### src/rtl/tlbp_pkg.sv
package tlbp_pkg;
  localparam int VPN_W = 10;
  localparam int PN_W  = 2 * VPN_W;

  typedef struct packed {
    logic [21:0] ppn;
    logic [1:0]  sw;
    logic        d;
    logic        a;
    logic        g;
    logic        u;
    logic        x;
    logic        w;
    logic        r;
    logic        v;
  } pte_t;

  // Page match used both by lookup and by address-qualified flush.
  function automatic logic page_hit(input logic [VPN_W-1:0] hi,
                                    input logic [VPN_W-1:0] lo,
                                    input logic             big,
                                    input logic [PN_W-1:0]  pn);
    return (hi == pn[PN_W-1:VPN_W]) && (big || (lo == pn[VPN_W-1:0]));
  endfunction
endpackage

### src/rtl/tlb_entry_cmp.sv
module tlb_entry_cmp
  import tlbp_pkg::*;
#(
  parameter int ASID_W = 9
) (
  input  logic                 vld,
  input  logic [VPN_W-1:0]     hi,
  input  logic [VPN_W-1:0]     lo,
  input  logic                 big,
  input  logic                 glob,
  input  logic [ASID_W-1:0]    asid,
  input  logic [ASID_W-1:0]    lk_asid,
  input  logic [PN_W-1:0]      lk_pn,
  input  logic                 fl_use_va,
  input  logic                 fl_use_asid,
  input  logic [PN_W-1:0]      fl_pn,
  input  logic [ASID_W-1:0]    fl_asid,
  output logic                 hit,
  output logic                 kill
);
  logic lk_page, fl_page, fl_space;

  assign lk_page  = page_hit(hi, lo, big, lk_pn);
  assign fl_page  = page_hit(hi, lo, big, fl_pn);
  assign fl_space = !glob && (asid == fl_asid);

  assign hit = vld && lk_page && (glob || (asid == lk_asid));

  always_comb begin
    unique case ({fl_use_va, fl_use_asid})
      2'b00:   kill = 1'b1;
      2'b10:   kill = fl_page;
      2'b01:   kill = fl_space;
      default: kill = fl_page && fl_space;
    endcase
  end
endmodule

### src/rtl/plru_tree.sv
module plru_tree #(
  parameter int N = 8
) (
  input  logic                 clk,
  input  logic                 rst_n,
  input  logic                 touch,
  input  logic [$clog2(N)-1:0] touch_idx,
  output logic [$clog2(N)-1:0] victim
);
  localparam int LG    = $clog2(N);
  localparam int NODES = N - 1;

  logic [NODES-1:0] node_q;

  // Point every node on the path of idx away from it.
  function automatic logic [NODES-1:0] promote(input logic [NODES-1:0] s,
                                               input logic [LG-1:0]    idx);
    logic [NODES-1:0] r;
    int pos;
    r = s;
    for (int l = 0; l < LG; l++) begin
      pos    = (1 << l) - 1 + int'(idx >> (LG - l));
      r[pos] = ~idx[LG-1-l];
    end
    return r;
  endfunction

  // Follow the node values from the root down to a leaf.
  function automatic logic [LG-1:0] pick(input logic [NODES-1:0] s);
    logic [LG-1:0] v;
    int pos;
    v   = '0;
    pos = 0;
    for (int l = 0; l < LG; l++) begin
      v[LG-1-l] = s[pos];
      pos       = 2 * pos + 1 + int'(s[pos]);
    end
    return v;
  endfunction

  assign victim = pick(node_q);

  always_ff @(posedge clk or negedge rst_n) begin
    if (!rst_n)     node_q <= '0;
    else if (touch) node_q <= promote(node_q, touch_idx);
  end

  // an entry just promoted is never the next victim.
  p_promoted_not_victim_r4: assert property (@(posedge clk) disable iff (!rst_n)
    touch |=> (victim != $past(touch_idx)));
endmodule

### src/rtl/sv32_assoc_tlb.sv
module sv32_assoc_tlb
  import tlbp_pkg::*;
#(
  parameter int ENTRIES = 8,
  parameter int ASID_W  = 9
) (
  input  logic              clk,
  input  logic              rst_n,
  input  logic              lk_access,
  input  logic [ASID_W-1:0] lk_asid,
  input  logic [31:0]       lk_vaddr,
  output logic              lk_hit,
  output logic [31:0]       lk_pte,
  output logic              lk_big,
  input  logic              up_valid,
  input  logic [PN_W-1:0]   up_vpn,
  input  logic [ASID_W-1:0] up_asid,
  input  logic              up_big,
  input  logic [31:0]       up_pte,
  input  logic              fl_valid,
  input  logic              fl_use_va,
  input  logic              fl_use_asid,
  input  logic [31:0]       fl_vaddr,
  input  logic [ASID_W-1:0] fl_asid
);
  localparam int LG = $clog2(ENTRIES);
  typedef logic [LG-1:0] idx_t;

  logic [ENTRIES-1:0] valid_q, hit_vec, kill_vec, big_q;
  logic [VPN_W-1:0]   hi_q   [ENTRIES];
  logic [VPN_W-1:0]   lo_q   [ENTRIES];
  logic [ASID_W-1:0]  asid_q [ENTRIES];
  pte_t               pte_q  [ENTRIES];

  idx_t hit_idx, victim_idx, touch_idx;
  logic any_hit, upd_fire, touch;
  logic unused_ofs;

  assign unused_ofs = ^{lk_vaddr[11:0], fl_vaddr[11:0]};

  for (genvar i = 0; i < ENTRIES; i++) begin : g_ent
    tlb_entry_cmp #(.ASID_W(ASID_W)) u_cmp (
      .vld         (valid_q[i]),
      .hi          (hi_q[i]),
      .lo          (lo_q[i]),
      .big         (big_q[i]),
      .glob        (pte_q[i].g),
      .asid        (asid_q[i]),
      .lk_asid     (lk_asid),
      .lk_pn       (lk_vaddr[31:12]),
      .fl_use_va   (fl_use_va),
      .fl_use_asid (fl_use_asid),
      .fl_pn       (fl_vaddr[31:12]),
      .fl_asid     (fl_asid),
      .hit         (hit_vec[i]),
      .kill        (kill_vec[i])
    );

    // an ASID-only flush leaves a valid global entry in place.
    p_global_kept_r7: assert property (@(posedge clk) disable iff (!rst_n)
      (fl_valid && fl_use_asid && !fl_use_va && valid_q[i] && pte_q[i].g)
        |=> valid_q[i]);
  end

  // Lowest-numbered hitting entry drives the outputs.
  always_comb begin
    hit_idx = '0;
    for (int i = ENTRIES - 1; i >= 0; i--) begin
      if (hit_vec[i]) hit_idx = idx_t'(i);
    end
  end

  assign any_hit = |hit_vec;
  assign lk_hit  = lk_access && any_hit;
  assign lk_pte  = lk_hit ? pte_q[hit_idx] : '0;
  assign lk_big  = lk_hit && big_q[hit_idx];

  assign upd_fire  = up_valid && !fl_valid;
  assign touch     = upd_fire || lk_hit;
  assign touch_idx = upd_fire ? victim_idx : hit_idx;

  plru_tree #(.N(ENTRIES)) u_plru (
    .clk       (clk),
    .rst_n     (rst_n),
    .touch     (touch),
    .touch_idx (touch_idx),
    .victim    (victim_idx)
  );

  always_ff @(posedge clk or negedge rst_n) begin
    if (!rst_n)        valid_q <= '0;
    else if (fl_valid) valid_q <= valid_q & ~kill_vec;
    else if (upd_fire) valid_q[victim_idx] <= up_pte[0];
  end

  always_ff @(posedge clk) begin
    if (upd_fire) begin
      hi_q[victim_idx]   <= up_vpn[PN_W-1:VPN_W];
      lo_q[victim_idx]   <= up_vpn[VPN_W-1:0];
      big_q[victim_idx]  <= up_big;
      asid_q[victim_idx] <= up_asid;
      pte_q[victim_idx]  <= pte_t'(up_pte);
    end
  end

  // a reported hit always comes from a valid entry.
  p_hit_from_valid_r1: assert property (@(posedge clk) disable iff (!rst_n)
    lk_hit |-> valid_q[hit_idx]);

  // the written entry's valid bit follows the PTE V bit.
  p_update_valid_r3: assert property (@(posedge clk) disable iff (!rst_n)
    upd_fire |=> (valid_q[$past(victim_idx)] == $past(up_pte[0])));

  // an unqualified flush empties the cache.
  p_flush_all_r5: assert property (@(posedge clk) disable iff (!rst_n)
    (fl_valid && !fl_use_va && !fl_use_asid) |=> (valid_q == '0));

  // no entry becomes valid in a flush cycle.
  p_flush_blocks_fill_r9: assert property (@(posedge clk) disable iff (!rst_n)
    fl_valid |=> ((valid_q & ~$past(valid_q)) == '0));
endmodule

### config.mk
export PLATFORM = sky130hd
export DESIGN_NAME = sv32_assoc_tlb
export DESIGN_NICKNAME = d
export VERILOG_FILES = /design/src/rtl/tlbp_pkg.sv /design/src/rtl/tlb_entry_cmp.sv /design/src/rtl/plru_tree.sv /design/src/rtl/sv32_assoc_tlb.sv
export SDC_FILE = /design/constraint.sdc
export NUM_CORES = 1
export LEC_CHECK = 0
export CAP_MARGIN = 30
export CORE_UTILIZATION = 55
export CTS_CLUSTER_DIAMETER = 80
export DETAILED_ROUTE_END_ITERATION = 6
export PLACE_DENSITY = 0.76
export SETUP_SLACK_MARGIN = 0.15
export SYNTH_ARGS = -nofsm -noshare
export SYNTH_HDL_FRONTEND = slang
export SYNTH_SLANG_ARGS = --single-unit
### constraint.sdc
create_clock -name clk -period 9.08 [get_ports clk]
set_input_delay 1.362 -clock clk [delete_from_list [all_inputs] [get_ports clk]]
set_output_delay 1.362 -clock clk [all_outputs]
set_load 0.01 [all_outputs]
==> flow_metrics.tcl <==
set metrics [dict create \
    status "completed" \
    grt_max_degree 67 \
    synth_top_family_by_area "XOR/XNOR gates" \
    worst_setup_path_end_kind "primary output" \
    post_cts.repair.setup_buffers 0 \
    finalSetupTns_ps 0 \
    remaining_drc_errors 0 \
    timing.rr.start "asid_q[0][4]" \
    hold_slack_ps 594.7 \
    cp.required_ps 7720 \
    crit_path_end "lk_pte[28]" \
    gp_congestion 0.9546 \
    hp-class "register to register" \
    ys_ff_latch 511 \
    dieArea_sq_um 44530 \
    clk_pin_slew_ps 60 \
    synthXorXnorAreaFrac_pct 16.91 \
    worst_pin_slew_ps 1116 \
    drt-vias-per-instance 6.166 \
    p_total_mw 5.202 \
    antenna_found_initial 3 \
    switching_power_mw 1.219 \
    ys_seq_area_share_pct 63.54 \
    cts_buffers 51 \
    fp.coreArea_sq_um 43080 \
    share_comb_of_total_power_pct 8.5 \
    io_pins 185 \
    syn_nets 1807 \
    rr_worst_depth 13 \
    finalCritPeriodShare_pct 84.72 \
    syn_inst 1650 \
    critPathMaxFanout 22 \
    syn_area_sq_um 24030 \
    power_frac_seq_pct 52.9 \
    max_freq_mhz 130.0 \
    synth_mux_area_share_pct 3.405 \
    crit_type "input pin to primary output" \
    grt_overflow 0 \
    worstPathArrival_ps 6330 \
    hold_violations 0 \
    worstSkewPairLatency_ps 610 \
    portBuffers 160 \
    start_util_pct 55.79 \
    synth-compound-area-share_pct 6.009 \
    place_hpwl_mm 41.55 \
    synth_edf_count 496 \
    slew_headroom_pct 24.61 \
    htree_levels 2 \
    fp.dieH_um 211.0 \
    grt_pass1_vias 15020 \
    wl_per_cell_um 27.08 \
    synth-async-reset-ratio_pct 2.935 \
    placed_area_sq_um 26190 \
    syn2layout_area_growth_pct 15.53 \
    cap_violations 0 \
    postRouteAntennaNets 0 \
    rsz0062_at_grt "no" \
    worstReg2RegEnd "u_plru.node_q[1]" \
    finalCriticalPeriod_ps 7693 \
    r2r_slack_ps 4940 \
    synthSimpleGateAreaFrac_pct 7.492 \
    clkPwrFrac_pct 38.6 \
    ctsHoldBuffers 0 \
    hold_depth 1 \
    synth_cell_types 54 \
    fin_nets 1939 \
    grt_pass1_wl_mm 94.94 \
    slew_viol_final 0 \
    track_usage_pct 29.55 \
    netSwitchingFraction_pct 23.43 \
    drtIter0Drc 1344 \
    cp-startpoint "lk_asid[4]" \
    drt_wl_total_mm 65.27 \
    root_buffer "clkbuf_16" \
    vias 14861 \
    synth_adder_area_share_pct 0.3124 \
    cts_resized 0 \
    ys_warn_count 0 \
    avgSynthCellArea_sq_um 14.56 \
    worst_clock_skew_ps 29.12 \
    cts.sinks 511 \
    ys.flop_type "edfxtp_1" \
    setup_violations 0 \
    drive_above_1_share_pct 6.912 \
    cp-start-kind "input pin" \
    die_w_um 211.0 \
    cts_max_path_buffers 3 \
    p_leak_nw 9.090 \
    firstDrtPassIters 7 \
    rows 76 \
    cts_tree "yes" \
    fin_area_sq_um 27760 \
    peakVddDrop_v 0.0001700 \
    p_int_mw 3.983 \
    powerDensity_nw_per_um2 187.4 \
]
## how the worst min path moves through the flow
stage / from / to / slack [ps]
floorplan: valid_q[0] / valid_q[0] / 500
global placement: u_plru.node_q[5] / u_plru.node_q[5] / 550
detailed placement: u_plru.node_q[3] / u_plru.node_q[3] / 580
CTS: u_plru.node_q[3] / u_plru.node_q[3] / 590
global route: u_plru.node_q[5] / u_plru.node_q[5] / 620
finish: u_plru.node_q[3] / u_plru.node_q[3] / 590
## stage by stage
step / setup WS, ps / std cells / utilization, %
3_5_place_dp: 1374 / 2314 / 60.80
3_3_place_gp: 1402 / 2310 / 60.66
6_report: 1387 / 2410 / 64.45
5_1_grt: 1199 / 2408 / 64.44
4_1_cts: 1371 / 2408 / 64.44
2_1_floorplan: 460.6 / 1650 / -
## sequential cells by signal (all words and copies together), names as in the netlist
register,flops
u_plru.node_q,7
pte_q,256
valid_q,8
hi_q,80
big_q,8
asid_q,72
lo_q,80
## cell usage after synthesis, types with 2 or more instances
cell type,n,share of area (%)
a31oi_1,8,0.21
a211oi_1,2,0.062
a221oi_1,66,2.4
buf_6,3,0.14
nor4_1,58,1.5
mux2i_1,75,3.1
nand3b_1,2,0.062
o21ai_0,12,0.25
nand2b_1,3,0.078
and3_1,6,0.16
a41o_1,10,0.42
mux2_1,2,0.094
nand4_1,56,1.5
nor2b_1,67,1.7
nor2_1,10,0.16
mux2_2,4,0.19
a221o_1,33,1.4
nor3_1,55,1.1
o41ai_1,9,0.33
nand3_1,21,0.44
buf_4,23,0.72
buf_2,15,0.31
ha_1,6,0.31
inv_1,6,0.094
a21oi_1,4,0.083
a41oi_1,13,0.47
nand2_1,14,0.22
or3_1,2,0.052
edfxtp_1,496,62
clkbuf_1,59,0.92
xnor2_1,212,7.7
o21ai_1,4,0.083
dfrtp_1,15,1.6
buf_1,8,0.12
xor2_1,252,9.2
## routing by layer
metal	track usage [%]	part of all wire, %
met5	0	0.017
met4	12.14	3.6
met1	38.38	40
met3	4.981	7.4
met2	49.39	49
## area by class of cell
type / count / area (sq um)
fillers: 3113 / 15310
flip-flops and latches: 511 / 15270
multi-input cells: 1024 / 8314
repair buffers: 187 / 1849
clock buffers: 62 / 1318
well taps: 585 / 732.0
clock inverters: 32 / 249.0
inverters: 7 / 26.28
diodes: 2 / 5.005
## cell usage in the layout (no fill, tap or decap), types with 15 or more instances in the layout
cell type,n
a221o_1,33
a221oi_1,66
buf_4,22
clkbuf_16,51
clkdlybuf4s50_1,160
dfrtp_1,15
edfxtp_1,496
mux2i_1,75
nand3_1,21
nand4_1,56
nor2b_1,67
nor3_1,55
nor4_1,57
xnor2_1,212
xor2_1,252
## power by group through the flow
| stage | sequential [mW] | clock [mW] | combinational [mW] |
|---|---|---|---|
| after floorplan | 2.78 | 0 | 0.255 |
| after global placement | 2.79 | 0 | 0.424 |
| after detailed placement | 2.80 | 0 | 0.435 |
| after CTS | 2.75 | 2.02 | 0.438 |
| after global routing | 2.76 | 2.11 | 0.467 |
| final | 2.75 | 2.01 | 0.440 |
## worst max-delay path, stage by stage
cell and delay [ps]:
clkdlybuf4s50_1 760, xor2_1 310, nor4_1 520, a41oi_1 320, nor4_1 530, a211oi_1 200, nor2_4 600, buf_12 310
mux2i_1 110, a221o_1 350, nor3_1 290, clkdlybuf4s50_1 620
## cell families after synthesis
family	after synthesis
fa+ha+maj	6
buf+inv	115
xor+xnor	464
compound gates	168
simple gates	305
mux	81
flops	511
Note: power is estimated with default switching activity, not from simulation.
